## src/rtl/feac_pkg.sv

```systemverilog
package feac_pkg;

    localparam int FEAC_CW = 6;

    typedef logic [FEAC_CW-1:0] feac_code_t;

    typedef struct packed {
        logic       vld;
        feac_code_t code;
    } feac_msg_t;

    typedef enum logic {
        FR_HUNT    = 1'b0,
        FR_CAPTURE = 1'b1
    } feac_fr_state_e;

    // Alignment pattern: a zero then ONES ones, newest bit at position 0
    function automatic logic [15:0] align_pattern(input int ones);
        logic [15:0] p;
        p = '0;
        for (int i = 0; i < 16; i++) begin
            if (i < ones) p[i] = 1'b1;
        end
        return p;
    endfunction

endpackage

```

## src/rtl/feac_framer.sv

```systemverilog
module feac_framer
    import feac_pkg::*;
#(
    parameter int ONES = 8
) (
    input  logic      clk,
    input  logic      rst,
    input  logic      bit_in,
    input  logic      bit_vld,
    output feac_msg_t msg
);
    localparam int PW   = ONES + 1;
    localparam int CNTW = $clog2(FEAC_CW);
    localparam logic [PW-1:0] PAT = PW'(align_pattern(ONES));

    feac_fr_state_e  state_q;
    logic [PW-1:0]   win_q;
    logic [PW-1:0]   win_nxt;
    logic [CNTW-1:0] cnt_q;
    feac_code_t      sh_q;
    feac_code_t      sh_nxt;

    assign win_nxt = {win_q[PW-2:0], bit_in};
    assign sh_nxt  = {sh_q[FEAC_CW-2:0], bit_in};

    always_ff @(posedge clk) begin
        if (rst) begin
            state_q  <= FR_HUNT;
            win_q    <= '1;
            cnt_q    <= '0;
            sh_q     <= '0;
            msg      <= '0;
        end else begin
            msg.vld <= 1'b0;
            if (bit_vld) begin
                unique case (state_q)
                    FR_HUNT: begin
                        if (win_nxt == PAT) begin
                            state_q <= FR_CAPTURE;
                            cnt_q   <= '0;
                            win_q   <= '1;
                        end else begin
                            win_q   <= win_nxt;
                        end
                    end
                    FR_CAPTURE: begin
                        sh_q  <= sh_nxt;
                        cnt_q <= cnt_q + CNTW'(1);
                        if (cnt_q == CNTW'(FEAC_CW - 1)) begin
                            msg.vld  <= 1'b1;
                            msg.code <= sh_nxt;
                            state_q  <= FR_HUNT;
                        end
                    end
                    default: state_q <= FR_HUNT;
                endcase
            end
        end
    end


    msg_on_strobe_chk: assert property (@(posedge clk) disable iff (rst)
        msg.vld |-> $past(bit_vld));


    msg_isolated_chk: assert property (@(posedge clk) disable iff (rst)
        msg.vld |=> !msg.vld);

endmodule

```

## src/rtl/feac_history.sv

```systemverilog
module feac_history
    import feac_pkg::*;
#(
    parameter int DEPTH = 10
) (
    input  logic                        clk,
    input  logic                        rst,
    input  feac_msg_t                   msg,
    input  feac_code_t                  ref_code,
    output logic [$clog2(DEPTH+1)-1:0]  cnt_same,
    output logic [$clog2(DEPTH+1)-1:0]  cnt_other
);
    localparam int SD   = DEPTH - 1;
    localparam int CNTW = $clog2(DEPTH + 1);

    logic [SD-1:0][FEAC_CW-1:0] hist_q;
    logic [SD-1:0]              hv_q;

    always_ff @(posedge clk) begin
        if (rst) begin
            hist_q <= '0;
            hv_q   <= '0;
        end else if (msg.vld) begin
            hist_q <= {hist_q[SD-2:0], msg.code};
            hv_q   <= {hv_q[SD-2:0], 1'b1};
        end
    end

    // Window = incoming codeword plus the SD stored ones
    always_comb begin
        cnt_same  = CNTW'(1);
        cnt_other = (msg.code != ref_code) ? CNTW'(1) : '0;
        for (int k = 0; k < SD; k++) begin
            if (hv_q[k]) begin
                if (hist_q[k] == msg.code) cnt_same  = cnt_same + CNTW'(1);
                if (hist_q[k] != ref_code) cnt_other = cnt_other + CNTW'(1);
            end
        end
    end


    hist_hold_chk: assert property (@(posedge clk) disable iff (rst)
        !$past(msg.vld) |-> ($stable(hist_q) && $stable(hv_q)));

endmodule

```

## src/rtl/feac_status.sv

```systemverilog
module feac_status
    import feac_pkg::*;
#(
    parameter int DEPTH   = 10,
    parameter int VAL_THR = 8,
    parameter int REM_THR = 3
) (
    input  logic                       clk,
    input  logic                       rst,
    input  feac_msg_t                  msg,
    input  logic [$clog2(DEPTH+1)-1:0] cnt_same,
    input  logic [$clog2(DEPTH+1)-1:0] cnt_other,
    input  logic                       ien_valid,
    input  logic                       ien_remove,
    input  logic                       stat_rd,
    output feac_code_t                 vcode,
    output logic                       validated,
    output logic [3:0]                 stat_reg,
    output logic                       irq
);
    localparam int CNTW = $clog2(DEPTH + 1);

    logic st_val_q;
    logic st_rem_q;
    logic evt_val;
    logic evt_rem;

    assign evt_val = msg.vld && !validated && (cnt_same  >= CNTW'(VAL_THR));
    assign evt_rem = msg.vld &&  validated && (cnt_other >= CNTW'(REM_THR));

    always_ff @(posedge clk) begin
        if (rst) begin
            validated <= 1'b0;
            vcode     <= '0;
            st_val_q  <= 1'b0;
            st_rem_q  <= 1'b0;
        end else begin
            if (evt_val) begin
                validated <= 1'b1;
                vcode     <= msg.code;
            end else if (evt_rem) begin
                validated <= 1'b0;
            end
            st_val_q <= evt_val | (st_val_q & ~stat_rd);
            st_rem_q <= evt_rem | (st_rem_q & ~stat_rd);
        end
    end

    assign stat_reg = {st_rem_q, st_val_q, ien_remove, ien_valid};
    assign irq      = ien_valid & ien_remove & (st_val_q | st_rem_q);


    irq_gated_chk: assert property (@(posedge clk) disable iff (rst)
        irq |-> (ien_valid && ien_remove));


    val_sets_stat_chk: assert property (@(posedge clk) disable iff (rst)
        $rose(validated) |-> st_val_q);


    rem_sets_stat_chk: assert property (@(posedge clk) disable iff (rst)
        $fell(validated) |-> st_rem_q);


    state_on_msg_chk: assert property (@(posedge clk) disable iff (rst)
        !$past(msg.vld) |-> ($stable(validated) && $stable(vcode)));


    read_clears_chk: assert property (@(posedge clk) disable iff (rst)
        (stat_rd && !msg.vld) |=> (!st_val_q && !st_rem_q));

endmodule

```

## src/rtl/feac_rx_validator.sv

```systemverilog
module feac_rx_validator
    import feac_pkg::*;
#(
    parameter int ONES    = 8,
    parameter int DEPTH   = 10,
    parameter int VAL_THR = 8,
    parameter int REM_THR = 3
) (
    input  logic       clk,
    input  logic       rst,
    input  logic       feac_bit,
    input  logic       feac_bit_vld,
    input  logic       ien_valid,
    input  logic       ien_remove,
    input  logic       stat_rd,
    output logic [5:0] code_o,
    output logic       code_valid_o,
    output logic [3:0] stat_reg_o,
    output logic       irq_o
);
    localparam int CNTW = $clog2(DEPTH + 1);

    feac_msg_t       msg;
    feac_code_t      vcode;
    logic [CNTW-1:0] cnt_same;
    logic [CNTW-1:0] cnt_other;

    feac_framer #(.ONES(ONES)) u_framer (
        .clk     (clk),
        .rst     (rst),
        .bit_in  (feac_bit),
        .bit_vld (feac_bit_vld),
        .msg     (msg)
    );

    feac_history #(.DEPTH(DEPTH)) u_hist (
        .clk       (clk),
        .rst       (rst),
        .msg       (msg),
        .ref_code  (vcode),
        .cnt_same  (cnt_same),
        .cnt_other (cnt_other)
    );

    feac_status #(
        .DEPTH   (DEPTH),
        .VAL_THR (VAL_THR),
        .REM_THR (REM_THR)
    ) u_stat (
        .clk        (clk),
        .rst        (rst),
        .msg        (msg),
        .cnt_same   (cnt_same),
        .cnt_other  (cnt_other),
        .ien_valid  (ien_valid),
        .ien_remove (ien_remove),
        .stat_rd    (stat_rd),
        .vcode      (vcode),
        .validated  (code_valid_o),
        .stat_reg   (stat_reg_o),
        .irq        (irq_o)
    );

    assign code_o = vcode;

endmodule

```

## config.mk

```make
export PLATFORM = sky130hd
export DESIGN_NAME = feac_rx_validator
export DESIGN_NICKNAME = d
export VERILOG_FILES = /design/src/rtl/feac_pkg.sv /design/src/rtl/feac_framer.sv /design/src/rtl/feac_history.sv /design/src/rtl/feac_status.sv /design/src/rtl/feac_rx_validator.sv
export SDC_FILE = /design/constraint.sdc
export NUM_CORES = 1
export LEC_CHECK = 0
export ABC_CLOCK_PERIOD_IN_PS = 5760
export BUFFER_PORTS_ARGS = -buffer_cell sky130_fd_sc_hd__buf_2
export CAP_MARGIN = 10
export CORE_MARGIN = 5
export CORE_UTILIZATION = 35
export CTS_CLUSTER_DIAMETER = 80
export DETAILED_ROUTE_END_ITERATION = 7
export GPL_TIMING_DRIVEN = 0
export HOLD_SLACK_MARGIN = 0.08
export PLACE_DENSITY = 0.62
export SKIP_CTS_REPAIR_TIMING = 1
export SLEW_MARGIN = 20
export SYNTH_ARGS = -nofsm -noshare
export SYNTH_HDL_FRONTEND = slang
export SYNTH_SLANG_ARGS = --single-unit
```

## constraint.sdc

```tcl
create_clock -name clk -period 5.76 [get_ports clk]
set_input_delay 0.288 -clock clk [delete_from_list [all_inputs] [get_ports clk]]
set_output_delay 0.288 -clock clk [all_outputs]
set_load 0.01 [all_outputs]
```

==> Word level (Yosys, flattened, before mapping) <==
Cells that the tools add are included.
{ "totals": {"ff_bits": 96, "input_bits": 7, "output_inout_bits": 12, "wordCells": 129} }
{ "classes": {"addsub": 18, "magnitude_cmp": 2, "n_eq_ne": 22, "mux": 46, "n_bitwise": 10, "reduce_logical": 11} }
{ "op_table": {"columns": ["cell", "count"], "rows": [
  ["4-bit two-way mux", 35],
  ["4-bit by 1-bit adder with 4-bit output (second input constant)", 17],
  ["6-bit != test", 10],
  ["6-bit equality test", 9],
  ["9-bit by 8-bit equality test with 1-bit output (second input constant)", 1],
  ["8-bit two-way mux", 1],
  ["7-bit two-way mux", 1],
  ["3-bit case mux with 2 select lines", 1],
  ["2-bit AND reduction", 3],
  ["1-bit two-way mux", 5],
  ["1-bit bitwise AND", 4],
  ["4-bit by 2-bit >= comparator with 1-bit output (second input constant)", 1],
  ["4-bit >= comparator (second input constant)", 1],
  ["1-bit logical AND", 4],
  ["3-bit by 1-bit adder with 3-bit output (second input constant)", 1],
  ["3-bit equality test (second input constant)", 1],
  ["3-bit two-way mux", 1],
  ["1-bit inverter", 3],
  ["1-bit bitwise OR", 3],
  ["3-bit AND reduction", 1],
  ["3-bit OR reduction", 1],
  ["2-bit two-way mux", 1],
  ["2-bit by 1-bit != test with 1-bit output (second input constant)", 1],
  ["1-bit case mux with 2 select lines", 1],
  ["2 further kinds", 2]
]} }

==> Logic depth before layout (Yosys ltp) <==
Gate-level depths: netlist of run 1.
{ "depth": {"depth_word": 33, "depth_mapped": 34, "ltp_nobuf": 32} }

==> By module <==
Synthesis of run 1 repeated with hierarchy kept, for this count alone.
{ "hier_totals": {"hier_cells": 710, "hier_area_um2": 6471.2} }
{ "modules_own_cells": {"columns": ["mod", "n_inst", "cells_per_inst", "area_per_inst_um2"], "rows": [
  ["feac_history", 1, 553, 5076.1],
  ["feac_framer", 1, 114, 957.2],
  ["feac_status", 1, 43, 437.9]
]} }

==> Worst setup path after synthesis of run 1 <==
Ideal clock, no wire load.
{ "synth_path": {"path_type": "register -> register", "from": "reg u_framer.msg[5] (netlist name)", "to": "reg u_stat.st_rem_q", "arrival_time_ns": 5.561, "setup_slack_ns": 0.082, "stages_incl_launch_ff": 30, "path_buffers": 2, "synth_period_minus_slack_ns": 5.678, "cell_sequence": "dfxtp_1 > buf_2 > buf_2 > xor2_1 > nor4_2 > nand2_1 > ha_1 > nor2b_1 > a21oi_2 > ha_1 > mux2i_1 > inv_1 > ha_1 > nor3_1 > a211oi_1 > xnor2_1 > o21ai_0 > ha_1 > nor2_1 > nor3_1 > xnor2_1 > o21ai_0 > ha_1 > nand2_1 > o21ai_0 > ha_1 > a21boi_1 > nor3b_1 > o22ai_1 > a22o_1"} }
{ "synth_between": {"elab_chain_len": 32} }
{ "synth_lines": {"columns": ["item", "line", "rtl"], "rows": [
  ["6-bit != test (*)", "feac_history.sv:32", "cnt_other = (msg.code != ref_code) ? CNTW'(1) : '0;"],
  ["1-bit two-way mux (*)", "feac_history.sv:32", null],
  ["4-bit by 1-bit adder with 4-bit output", "feac_history.sv:36", "if (hist_q[k] != ref_code) cnt_other = cnt_other + CNTW'(1);"],
  ["4-bit two-way mux", "feac_history.sv:36", null],
  ["4-bit two-way mux (*)", "feac_history.sv:34", "if (hv_q[k]) begin"],
  ["4-bit by 1-bit adder with 4-bit output", "feac_history.sv:36", null],
  ["4-bit two-way mux", "feac_history.sv:36", null],
  ["4-bit two-way mux (*)", "feac_history.sv:34", null],
  ["(+16 left out)", null, null],
  ["4-bit two-way mux", "feac_history.sv:36", null],
  ["4-bit two-way mux (*)", "feac_history.sv:34", null],
  ["4-bit by 1-bit adder with 4-bit output", "feac_history.sv:36", null],
  ["4-bit two-way mux", "feac_history.sv:36", null],
  ["4-bit two-way mux (*)", "feac_history.sv:34", null],
  ["4-bit by 2-bit >= comparator with 1-bit output (*)", "feac_status.sv:29", "assign evt_rem = msg.vld && validated && (cnt_other >= CNTW'(REM_THR));"],
  ["1-bit logical AND (*)", "feac_status.sv:29", null],
  ["1-bit bitwise OR (*)", "feac_status.sv:45", "st_rem_q <= evt_rem | (st_rem_q & ~stat_rd);"],
  ["end signal: assignment", "feac_status.sv:45", null],
  ["end: declaration", "feac_status.sv:24", "logic st_rem_q;"]
]} }
Every way passes the cells marked *; elsewhere a longest branch is shown, timed or not.
A chain may end at the register's enable or synchronous reset.

==> Worst setup path in the final report of run 1 <==
{ "layout_path": {"from": "reg u_hist.hist_q[7] (netlist bit)", "to": "reg u_stat.vcode[2]"} }
{ "layout_between": {"elab_chain_len": 26} }
{ "layout_lines": {"columns": ["item", "line", "rtl"], "rows": [
  ["start: declaration", "feac_history.sv:16", "logic [SD-1:0][FEAC_CW-1:0] hist_q;"],
  ["start signal: assignment", "feac_history.sv:24", "hist_q <= {hist_q[SD-2:0], msg.code};"],
  ["6-bit equality test (*)", "feac_history.sv:35", "if (hist_q[k] == msg.code) cnt_same = cnt_same + CNTW'(1);"],
  ["4-bit two-way mux (*)", "feac_history.sv:35", null],
  ["4-bit two-way mux (*)", "feac_history.sv:34", null],
  ["4-bit by 1-bit adder with 4-bit output", "feac_history.sv:35", null],
  ["4-bit two-way mux", "feac_history.sv:35", null],
  ["4-bit two-way mux (*)", "feac_history.sv:34", null],
  ["4-bit by 1-bit adder with 4-bit output", "feac_history.sv:35", null],
  ["4-bit two-way mux", "feac_history.sv:35", null],
  ["(+10 left out)", null, null],
  ["4-bit by 1-bit adder with 4-bit output", "feac_history.sv:35", null],
  ["4-bit two-way mux", "feac_history.sv:35", null],
  ["4-bit two-way mux (*)", "feac_history.sv:34", null],
  ["4-bit by 1-bit adder with 4-bit output", "feac_history.sv:35", null],
  ["4-bit two-way mux", "feac_history.sv:35", null],
  ["4-bit two-way mux (*)", "feac_history.sv:34", null],
  ["4-bit >= comparator (*)", "feac_status.sv:28", "assign evt_val = msg.vld && !validated && (cnt_same >= CNTW'(VAL_THR));"],
  ["1-bit logical AND (*)", "feac_status.sv:28", null],
  ["end signal: assignment", "feac_status.sv:40", "vcode <= msg.code;"],
  ["end: declaration", "feac_status.sv:16", "output feac_code_t vcode,"]
]} }
Marks and branches as above.

==> metrics.md, run 1 <==
| Metric | Value |
|---|---|
| Max cap viols | 0 |
| Core Region | approximately 0.017 mm^2 |
| Area growth from synthesis to layout | 20.72% |
| Via count | between 4000 and 5000 |
| Max stage delay on crit path | 450 ps |
| Initial Util | 35.33% |
| EDFF count, synth | 0 |
| Global-route wire length before repair | 23710 um |
| Final net count | between 700 and 800 |
| Total gr overflow | 0 |
| VDD IR-drop max | approximately 0.16 mV |
| DR iter-0 viols | 248 |
| Dpl cells | 937 |
| Initial antenna violation count | 0 |
| FF-to-FF setup slack | -30 ps |
| Mean Syn Cell Area | 8.731 um^2 |
| Clock Tree Buf Depth | 2 |
| Primary FF master, synth | dfxtp_1 |
| CP bufs+invs | 2 |
| Die area | 0.02007 mm^2 |
| WP data required | a little under 6000 ps |
| Period utilisation layout | 100.6% |
| Outcome | complete, but fails checks |
| Skew final | 14.31 ps |
| Failing checks | negative setup slack |
| Critical path's slowest cell | dfxtp_1 |
| Hold WC Path Type | primary input to flip-flop |
| GPL Wtd Cong | 0.8222 |
| Share of the synthesized area in the top cell type | 31.67% |
| Port bufs | 17 |
| Post-Syn Nets | 719 |
| Share of layout cells above drive strength 1 | 18.73% |
| CP max FO | 5 |
| Worst-Skew Late Latency | ~340 ps |
| Clk sinks | 96 |
| CP top delay family | adder cells |
| Design area | 0.007326 mm^2 |
| Ys async rst share | 0% |
| Relative slew margins | ~34% |
| Filler Cells Inserted | 1716 |
| Synth area leader | dfxtp_1 |
| Hpwl dp | about 10000 um |
| Pre-CTS setup slack | -905.5 ps |
| Top Layer Used | met4 |
| RSZ-0062 raised after global routing | yes |
| WS Path Type | flip-flop to flip-flop |
| Fin Setup TNS | -82.36 ps |
| Area used by multi-input combinational logic | roughly 0.004 mm^2 |
| WL per Instance | 15.52 um |
| Worst-Margin Slew | 979.5 ps |
| Area contributors post-synth | dfxtp_1, xnor2_1, mux2i_1 |
| Die Y | 141.7 um |
| Final worst path period need | 5793 ps |
| WL met3 | ~670 um |
| Post-Synthesis Cells | 695 |
| Worst setup SP type | flip-flop |
| Worst hold slack | 236.8 ps |
| FF+latch count, synth | 96 |
| Post-synth top cells | nor2_1, dfxtp_1, xnor2_1, mux2i_1, nand2_1 |
| Vias in the first global route | 4596 |
| DRT antenna net count | 0 |
| WL met1 | a little over 7000 um |
| Num CTS Buffers | 9 |
| Antenna fix cells | 0 |
| Pwr dens | 183.9 mW/mm^2 |
| Slew Limit Fails | 0 |
| Final WS setup | -33.13 ps |
| GRT Total Usage | about 15% |
| Sequential share of the synthesized area | 31.67% |
| # DRC | 0 |
| Drt total wl | 15180 um |
| Leak | ~0.0028 uW |
| # H-tree levels | 3 |
| Fmax | roughly 170 MHz |
| Placement Rows | 48 |
| IO Pins | 19 |
| Router iterations before antenna repair | 4 |
| Final hold vios | 0 |
| CTS Root Cell | clkbuf_16 |
| Met2 wire length | 7263 um |
| Netlist cell types | 56 |
| Setup crit end kind | flip-flop |
| Count leader, synth | nor2_1 |
| Mapped cell area | 0.006068 mm^2 |
| Finish-stage setup viols | 5 |
| Final Non-Filler Cells | 978 |
| Placed inst area | about 0.0064 mm^2 |
| Die Wd | 141.7 um |
| Critical Path AT | 5990 ps |
| CTS tree | built |
| Worst-path clk slew | 70 ps |
| Crit-path most repeated cell | ha_1 |
| Vias/cell | 4.966 |
| Reg area | 0.001947 mm^2 |
| Synth warn | 0 |
| Largest net degree at the start of global routing | 17 |
[registers in the layout, summed over array words and instances, names as in the netlist]
register / flops
u_hist.hist_q: 54
u_hist.hv_q: 9
u_framer.win_q: 8
u_framer.msg: 7
u_stat.vcode: 6
u_framer.sh_q: 5
u_framer.cnt_q: 3
u_framer.state_q: 1
u_stat.st_rem_q: 1
u_stat.st_val_q: 1
u_stat.validated: 1
[placed cells by master, fill, tap and decap left out, types with 3 or more instances in the layout]
cell / Yosys / layout
mux2i_1: 72 / 69
mux2i_4: 1 / 3
xnor2_2: 4 / 7
ha_4: 0 / 3
nor2b_1: 5 / 4
nor2_1: 99 / 97
o31a_1: 4 / 4
nor3_1: 9 / 8
a211oi_2: 1 / 3
and3_1: 3 / 3
inv_1: 17 / 14
dfxtp_2: 0 / 11
dfxtp_1: 96 / 82
nand2_1: 61 / 59
buf_6: 0 / 4
o21ai_0: 12 / 6
o31ai_2: 1 / 3
buf_4: 4 / 27
xor2_1: 49 / 48
nand4_1: 20 / 20
nor4_1: 5 / 4
ha_1: 17 / 13
buf_2: 14 / 19
xor2_2: 3 / 4
nor4_4: 0 / 3
and2_1: 5 / 5
a21oi_1: 17 / 16
clkbuf_1: 21 / 22
dfxtp_4: 0 / 3
nand3b_1: 10 / 10
xnor2_1: 91 / 88
nand3_1: 11 / 10
inv_2: 1 / 4
clkbuf_16: 0 / 10
o21ai_1: 0 / 6
buf_12: 0 / 5
[report_power, final]
group / internal, uW / switching (uW) / leakage (uW)
registers: 666 / 2.90 / 0.000783
logic: 9.40 / 20.8 / 0.00190
clock network: 383 / 265 / 0.000153
[routing by layer]
layer	global-route usage (%)	up-vias
met1	20.42	2327
li1	-	2434
met3	1.820	13
met5	0	-
met2	23.46	83
met4	4.091	0
[cell families (layout without fill, tap and decap cells)]
| family | after synthesis | count (layout) | share of synthesized area [%] |
|---|---|---|---|
| buffers and inverters | 58 | 116 | 4.124 |
| DFF | 96 | 96 | 31.67 |
| AOI/OAI and AO/OA | 54 | 54 | 6.000 |
| adders and majority gates | 17 | 17 | 3.505 |
| muxes | 73 | 73 | 12.25 |
| and+or+nand+nor | 248 | 248 | 19.59 |
| xor gates and xnor gates | 149 | 149 | 22.87 |
[layout make-up]
type	count	share of cell area (%)
Tap cell	225	3.843
Clock inverter	6	1.230
Clock buffer	10	3.126
Buffer	38	3.689
Sequential cell	96	26.58
Inverter	18	0.9223
Multi-Input combinational cell	541	56.17
Timing Repair Buffer	44	4.441
[tightest hold or removal path: stages]
cell      delay (ps)
buf_2            130
nand2_1           50
nand3b_1          70
[through the flow]
stage	power [uW]	utilization (%)
after global placement	715.6	37.46
after CTS	1352	39.32
after global routing	1384	42.65
final	1347	42.65
after floorplan	704.6	-
after detailed placement	715.7	37.46
[path summary, 6_finish.rpt]
path | cells after the start | endpoint | from
setup reg to reg | 28 | u_stat.vcode[2] | u_hist.hist_q[7]
hold reg to reg | 2 | u_framer.sh_q[4] | u_framer.sh_q[4]
hold / removal | 3 | u_framer.win_q[0] | feac_bit
setup / recovery | 28 | u_stat.vcode[2] | u_hist.hist_q[7]
Power figures use the tool's default switching activity.
==> inputs of run 2 (changes only) <==
--- a/config.mk
+++ b/config.mk
@@ -5,7 +5,7 @@
 export SDC_FILE = /design/constraint.sdc
 export NUM_CORES = 1
 export LEC_CHECK = 0
-export ABC_CLOCK_PERIOD_IN_PS = 5760
+export ABC_CLOCK_PERIOD_IN_PS = 5900
 export BUFFER_PORTS_ARGS = -buffer_cell sky130_fd_sc_hd__buf_2
 export CAP_MARGIN = 10
 export CORE_MARGIN = 5
@@ -14,7 +14,7 @@
 export DETAILED_ROUTE_END_ITERATION = 7
 export GPL_TIMING_DRIVEN = 0
 export HOLD_SLACK_MARGIN = 0.08
-export PLACE_DENSITY = 0.62
+export PLACE_DENSITY = 0.6
 export SKIP_CTS_REPAIR_TIMING = 1
 export SLEW_MARGIN = 20
 export SYNTH_ARGS = -nofsm -noshare
==> constraint.sdc (replaced) <==
create_clock -name clk -period 5.9 [get_ports clk]
set_input_delay 0.295 -clock clk [delete_from_list [all_inputs] [get_ports clk]]
set_output_delay 0.295 -clock clk [all_outputs]
set_load 0.01 [all_outputs]
==> run 2 against run 1 <==
Effect of this change: critical path depth up 2; sequential power down 3%; critical path type unchanged; the flow now finishes without violations; total power down 5.5%; highest routed layer unchanged; fmax up 0.20%.
==> metrics.md, run 2 (synthesis results as in run 1) <==
| Metric | Value |
|---|---|
| Max reg flops | 54 (unchanged) |
| Largest net degree at the start of global routing | 17 (unchanged) |
| Relative slew margins | 33.01% (-1.1 points) |
| Drt total wl | 15070 um (-0.74%) |
| Global-route wire length before repair | 24070 um (+1.5%) |
| IO Pins | 19 (unchanged) |
| WL per Instance | 15.45 um (-0.44%) |
| Final worst path period need | 5782 ps (-11.57 ps) |
| Regs by FF count | u_hist.hist_q x54, u_hist.hv_q x9, u_framer.win_q x8 |
| Router iterations before antenna repair | 4 (unchanged) |
| CP max FO | 10 (+5) |
| Antenna fix cells | 0 (unchanged) |
| Most flop-heavy register | u_hist.hist_q |
| Critical path's slowest cell | dfxtp_4 |
| Hpwl dp | 10590 um (+1.2%) |
| Critical Path AT | 6020 ps (+30 ps) |
| Dpl cells | 937 (unchanged) |
| Vias/cell | 4.941 (-0.52%) |
| Final WS setup | 118.4 ps (+151.6 ps) |
| Net Sw Frac | 22.39% (+0.96 points) |
| Final net count | 770 (-0.26%) |
| Final core utilization | 42.34% (-0.31 points) |
| Top Layer Used | met4 |
| Die area | 0.02007 mm^2 (unchanged) |
| Die Wd | 141.7 um (unchanged) |
| Area growth from synthesis to layout | 19.86% |
| Die Y | 141.7 um (unchanged) |
| DR iter-0 viols | 271 (+9.3%) |
| Core Region | 0.01718 mm^2 (unchanged) |
| Final hold vios | 0 (unchanged) |
| Met2 wire length | 6860 um (-5.5%) |
| P_sw | 285.0 uW (-1.3%) |
| CTS tree | built |
| CTS Root Cell | clkbuf_16 |
| WS Path Type | flip-flop to flip-flop |
| Pre-CTS setup slack | -815.0 ps (+90.56 ps) |
| Worst-Skew Late Latency | 350 ps (about the same) |
| Most frequent cells in the layout | nor2_1, xnor2_1, dfxtp_1 |
| Num CTS Buffers | 9 (unchanged) |
| Fin Setup TNS | 0 ps (+82.36 ps) |
| DRT antenna net count | 0 (unchanged) |
| Int Pwr | 987.7 uW (-6.7%) |
| Outcome | finished clean |
| Setup crit end kind | flip-flop |
| Filler Cells Inserted | 1722 (+0.35%) |
| Final Non-Filler Cells | 975 (-0.31%) |
| Initial antenna violation count | 0 (unchanged) |
| Pwr dens | 175.0 mW/mm^2 (-4.9%) |
| Vias in the first global route | 4573 (-0.50%) |
| Clk network pwr share | 46.5% (-1.6 points) |
| Max cap viols | 0 (unchanged) |
| Port bufs | 17 (unchanged) |
| Area used by multi-input combinational logic | 0.004124 mm^2 (+0.21%) |
| Total gr overflow | 0 (unchanged) |
| Worst-path clk slew | 70 ps (about the same) |
| Clk sinks | 96 (unchanged) |
| Skew final | 6.767 ps (-7.542 ps) |
| Period utilisation layout | 97.99% (-2.6 points) |
| GRT Total Usage | 14.95% (+0.42 points) |
| Worst-Margin Slew | 995.6 ps (+16.09 ps) |
| Finish-stage setup viols | 0 (-5) |
| GPL Wtd Cong | 0.8122 (-1.2%) |
| Gate power share | 2.3% (about the same) |
| Clock Tree Buf Depth | 2 (unchanged) |
| Worst setup SP type | flip-flop |
| Hold WC Path Type | primary input to flip-flop |
| WL met3 | 584 um (-13%) |
| Max stage delay on crit path | 380 ps (-70 ps) |
| Placement Rows | 48 (unchanged) |
| Initial Util | 35.33% (unchanged) |
| VDD IR-drop max | 0.1591 mV (+0.31%) |
| Slew Limit Fails | 0 (unchanged) |
| Via count | 4817 (-0.82%) |
| Share of layout cells above drive strength 1 | 17.73% (-0.99 points) |
| # DRC | 0 (unchanged) |
| # H-tree levels | 3 (unchanged) |
| Reg area | 0.001949 mm^2 (+0.13%) |
| Fmax | 173.0 MHz (+0.20%) |
| Crit-path most repeated cell | ha_1 |
| Leak | 0.002832 uW (-0.31%) |
| WL met1 | 7408 um (+4.1%) |
| RSZ-0062 raised after global routing | yes |
| Sequential power share | 51.2% (+1.6 points) |
| WP data required | 6140 ps (+180 ps) |
| Most common cell after layout, fill and taps aside | nor2_1 |
run 2: cell types whose count changed in the layout (fill, tap and decap cells not counted), sizes merged:
cell,change
buf,+1
bufinv,-1
clkbuf,-4
clkinv,+1
run 2: power by group through the flow:
stage               combinational (uW)  clock, uW  sequential, uW
detailed placement                29.9          0             669
CTS                               30.1        604             654
global route                      34.1        630             652
global placement                  29.5          0             669
finish                            29.6        591             652
floorplan                         19.4          0             668
run 2: path summary, 6_finish.rpt:
kind,endpoint,slack (ps),startpoint,depth (start not counted)
worst max-delay path,u_stat.st_rem_q,120,u_framer.msg[0],30
worst min register to register,u_framer.sh_q[4],460,u_framer.sh_q[4],2
worst max register to register,u_stat.st_rem_q,120,u_framer.msg[0],30
worst min-delay path,u_framer.sh_q[0],220,feac_bit,3
run 2: per-layer routing:
| layer | global-route usage [%] | vias to the layer above |
|---|---|---|
| li1 | - | 2435 |
| met1 | 21.69 | 2294 |
| met2 | 23.27 | 71 |
| met3 | 1.854 | 17 |
| met4 | 4.394 | 0 |
| met5 | 0 | - |
run 2: area by class of cell:
type                       instances  area share, %
buffer                            39          3.733
inverter                          18         0.9290
timing repair buffer              41          3.922
clock buffer                       9          3.097
multi-input combinational        541          56.70
clock inverter                     6         0.9462
sequential                        96          26.80
tap                              225          3.871
run 2: worst max-delay path: cells and delay by family (launching register included):
family / cells / cell delay (ps)
muxes: 1 / 190
AOI/OAI and AO/OA: 10 / 1420
DFF: 1 / 380
buffers and inverters: 2 / 290
adders and majority gates: 6 / 1750
xor gates and xnor gates: 4 / 580
and+or+nand+nor: 7 / 1070
run 2: metrics by stage:
| step | hold slack [ps] | total power [uW] | cell area (um^2) |
|---|---|---|---|
| 2_1_floorplan | 416.1 | 687.8 | 6068 |
| 3_3_place_gp | 444.3 | 698.7 | 6435 |
| 3_5_place_dp | 450.4 | 699.0 | 6440 |
| 4_1_cts | 218.8 | 1288 | 6734 |
| 5_1_grt | 237.3 | 1316 | 7273 |
| 6_report | 224.7 | 1273 | 7273 |
==> inputs of run 3 (changes only) <==
--- a/config.mk
+++ b/config.mk
@@ -5,7 +5,7 @@
 export SDC_FILE = /design/constraint.sdc
 export NUM_CORES = 1
 export LEC_CHECK = 0
-export ABC_CLOCK_PERIOD_IN_PS = 5900
+export ABC_CLOCK_PERIOD_IN_PS = 4900
 export BUFFER_PORTS_ARGS = -buffer_cell sky130_fd_sc_hd__buf_2
 export CAP_MARGIN = 10
 export CORE_MARGIN = 5
@@ -14,7 +14,7 @@
 export DETAILED_ROUTE_END_ITERATION = 7
 export GPL_TIMING_DRIVEN = 0
 export HOLD_SLACK_MARGIN = 0.08
-export PLACE_DENSITY = 0.6
+export PLACE_DENSITY = 0.62
 export SKIP_CTS_REPAIR_TIMING = 1
 export SLEW_MARGIN = 20
 export SYNTH_ARGS = -nofsm -noshare
==> constraint.sdc (replaced) <==
create_clock -name clk -period 4.9 [get_ports clk]
set_input_delay 0.245 -clock clk [delete_from_list [all_inputs] [get_ports clk]]
set_output_delay 0.245 -clock clk [all_outputs]
set_load 0.01 [all_outputs]
==> run 3 against run 2 <==
Effect of this change: the flow now finishes with violations (negative setup slack); global-route usage grew 0.32 points; final area is 2.8% higher; utilization increased by 1.2 points; clock power up 20%; total power up 20%; via count grew 0.62%; critical endpoint is now u_stat.vcode[0]; largest power group unchanged.
==> metrics.md, run 3 (synthesis results as in run 1) <==
| Metric | Value |
|---|---|
| VDD IR-drop max | 0.1805 mV (+13%) |
| Sequential power share | 51.3% (about the same) |
| Setup crit end kind | flip-flop |
| Leak | 0.002934 uW (+3.6%) |
| Period utilisation layout | 117.5% (+20 points) |
| Worst-path clk slew | 60 ps (about the same) |
| # H-tree levels | 3 (unchanged) |
| Final Non-Filler Cells | 990 (+1.5%) |
| Worst-Margin Slew | 1053 ps (+57.05 ps) |
| Slew Limit Fails | 0 (unchanged) |
| Pre-CTS setup slack | -1194 ps (-378.6 ps) |
| Die Y | 141.7 um (unchanged) |
| Max reg flops | 54 (unchanged) |
| Most flop-heavy register | u_hist.hist_q |
| CTS tree | built |
| Regs by FF count | u_hist.hist_q x54, u_hist.hv_q x9, u_framer.win_q x8 |
| Share of layout cells above drive strength 1 | 20.26% (+2.5 points) |
| Failing checks | negative setup slack |
| Num CTS Buffers | 9 (unchanged) |
| Max cap viols | 0 (unchanged) |
| IO Pins | 19 (unchanged) |
| WL per Instance | 15.71 um (+1.6%) |
| Via count | 4847 (+0.62%) |
| GPL Wtd Cong | 0.8475 (+4.3%) |
| Port bufs | 17 (unchanged) |
| Finish-stage setup viols | 9 (+9) |
| Initial Util | 35.33% (unchanged) |
| Hpwl dp | 10830 um (+2.2%) |
| RSZ-0062 raised after global routing | yes |
| Vias in the first global route | 4567 (-0.13%) |
| Outcome | complete, but fails checks |
| Final worst path period need | 5760 ps (-21.78 ps) |
| Die Wd | 141.7 um (unchanged) |
| Final WS setup | -859.8 ps (-978.2 ps) |
| GRT Total Usage | 15.27% (+0.32 points) |
| Initial antenna violation count | 0 (unchanged) |
| Router iterations before antenna repair | 4 (unchanged) |
| Hold WC Path Type | primary input to flip-flop |
| Antenna fix cells | 0 (unchanged) |
| # DRC | 0 (unchanged) |
| Dpl cells | 937 (unchanged) |
| Worst setup SP type | flip-flop |
| Most common cell after layout, fill and taps aside | nor2_1 |
| Total gr overflow | 0 (unchanged) |
| Final net count | 784 (+1.8%) |
| Global-route wire length before repair | 24520 um (+1.9%) |
| Worst-Skew Late Latency | 340 ps (about the same) |
| Fin Setup TNS | -7396 ps (-7396 ps) |
| Net Sw Frac | 20.55% (-1.8 points) |
| Core Region | 0.01718 mm^2 (unchanged) |
| Design area | 0.007478 mm^2 (+2.8%) |
| Vias/cell | 4.896 (-0.90%) |
| Pwr dens | 204.2 mW/mm^2 (+17%) |
| CP max FO | 5 (-5) |
| Drt total wl | 15550 um (+3.2%) |
| Clk network pwr share | 46.4% (about the same) |
| Reg area | 0.001961 mm^2 (+0.58%) |
| Gate power share | 2.3% (about the same) |
| Filler Cells Inserted | 1704 (-1.0%) |
| Largest net degree at the start of global routing | 15 (-2) |
| P_sw | 313.7 uW (+10%) |
| WP data required | 5110 ps (-1030 ps) |
| Placement Rows | 48 (unchanged) |
| Placed inst area | 0.006593 mm^2 (+2.4%) |
| CTS Root Cell | clkbuf_16 |
| Area used by multi-input combinational logic | 0.004177 mm^2 (+1.3%) |
| Relative slew margins | 29.17% (-3.8 points) |
| Fmax | 173.6 MHz (+0.38%) |
| Area growth from synthesis to layout | 23.24% |
| Critical Path AT | 5970 ps (-50 ps) |
| WS Path Type | flip-flop to flip-flop |
| Most frequent cells in the layout | nor2_1, xnor2_1, dfxtp_1 |
| DRT antenna net count | 0 (unchanged) |
| Final hold vios | 0 (unchanged) |
| Skew final | 8.172 ps (+1.405 ps) |
| Crit-path most repeated cell | ha_1 |
| Clock Tree Buf Depth | 2 (unchanged) |
| DR iter-0 viols | 263 (-3.0%) |
| Clk sinks | 96 (unchanged) |
| Die area | 0.02007 mm^2 (unchanged) |
| Int Pwr | 1213 uW (+23%) |
| Max stage delay on crit path | 460 ps (+80 ps) |
| Critical path's slowest cell | dfxtp_1 |
-- run 3: critical path: cells and delay by family, from the launching register on --
kind / cells / cell delay, ps
fa+ha+maj: 6 / 1610
simple gates: 10 / 1390
mux: 3 / 720
compound gates: 5 / 690
xor+xnor: 3 / 500
flops: 1 / 460
buf+inv: 2 / 250
-- run 3: layout make-up --
cell class | count | share of cell area, %
well taps | 225 | 3.764
flip-flops and latches | 96 | 26.22
clock buffers | 13 | 3.480
inverters | 18 | 0.9035
multi-input cells | 541 | 55.85
clock inverters | 3 | 0.5354
repair buffers | 56 | 5.454
plain buffers | 38 | 3.798
-- run 3: through the flow --
| step | hold WS, ps | util (%) | total power [uW] |
|---|---|---|---|
| detailed placement | 448.3 | 38.38 | 841.5 |
| CTS | 188.4 | 40.13 | 1545 |
| floorplan | 366.1 | - | 828.2 |
| finish | 185.8 | 43.54 | 1527 |
| global route | 205.1 | 43.54 | 1584 |
| global placement | 443.0 | 38.38 | 841.6 |
-- run 3: path summary, 6_finish.rpt --
check                           to  cells after the start  slack (ps)        startpoint
setup / recovery   u_stat.vcode[0]                     29        -860  u_hist.hist_q[7]
hold / removal     u_framer.msg[0]                      3         190          feac_bit
setup reg to reg   u_stat.vcode[0]                     29        -860  u_hist.hist_q[7]
hold reg to reg   u_framer.sh_q[4]                      2         450  u_framer.sh_q[4]
-- run 3: power by group through the flow --
| stage | registers [uW] | logic [uW] | clock network [uW] |
|---|---|---|---|
| floorplan | 805 | 23.3 | 0 |
| detailed placement | 806 | 35.9 | 0 |
| finish | 783 | 35.4 | 708 |
| CTS | 788 | 35.9 | 721 |
| global route | 783 | 40.4 | 761 |
| global placement | 806 | 35.9 | 0 |
-- run 3: layer usage --
layer / global-route usage [%] / wire [um] / up-vias
met1: 22.26 / 7480 / 2283
met2: 24.06 / 7341 / 89
met5: 0 / 0 / -
met3: 1.651 / 587 / 9
li1: - / - / 2466
met4: 3.990 / 140 / 0
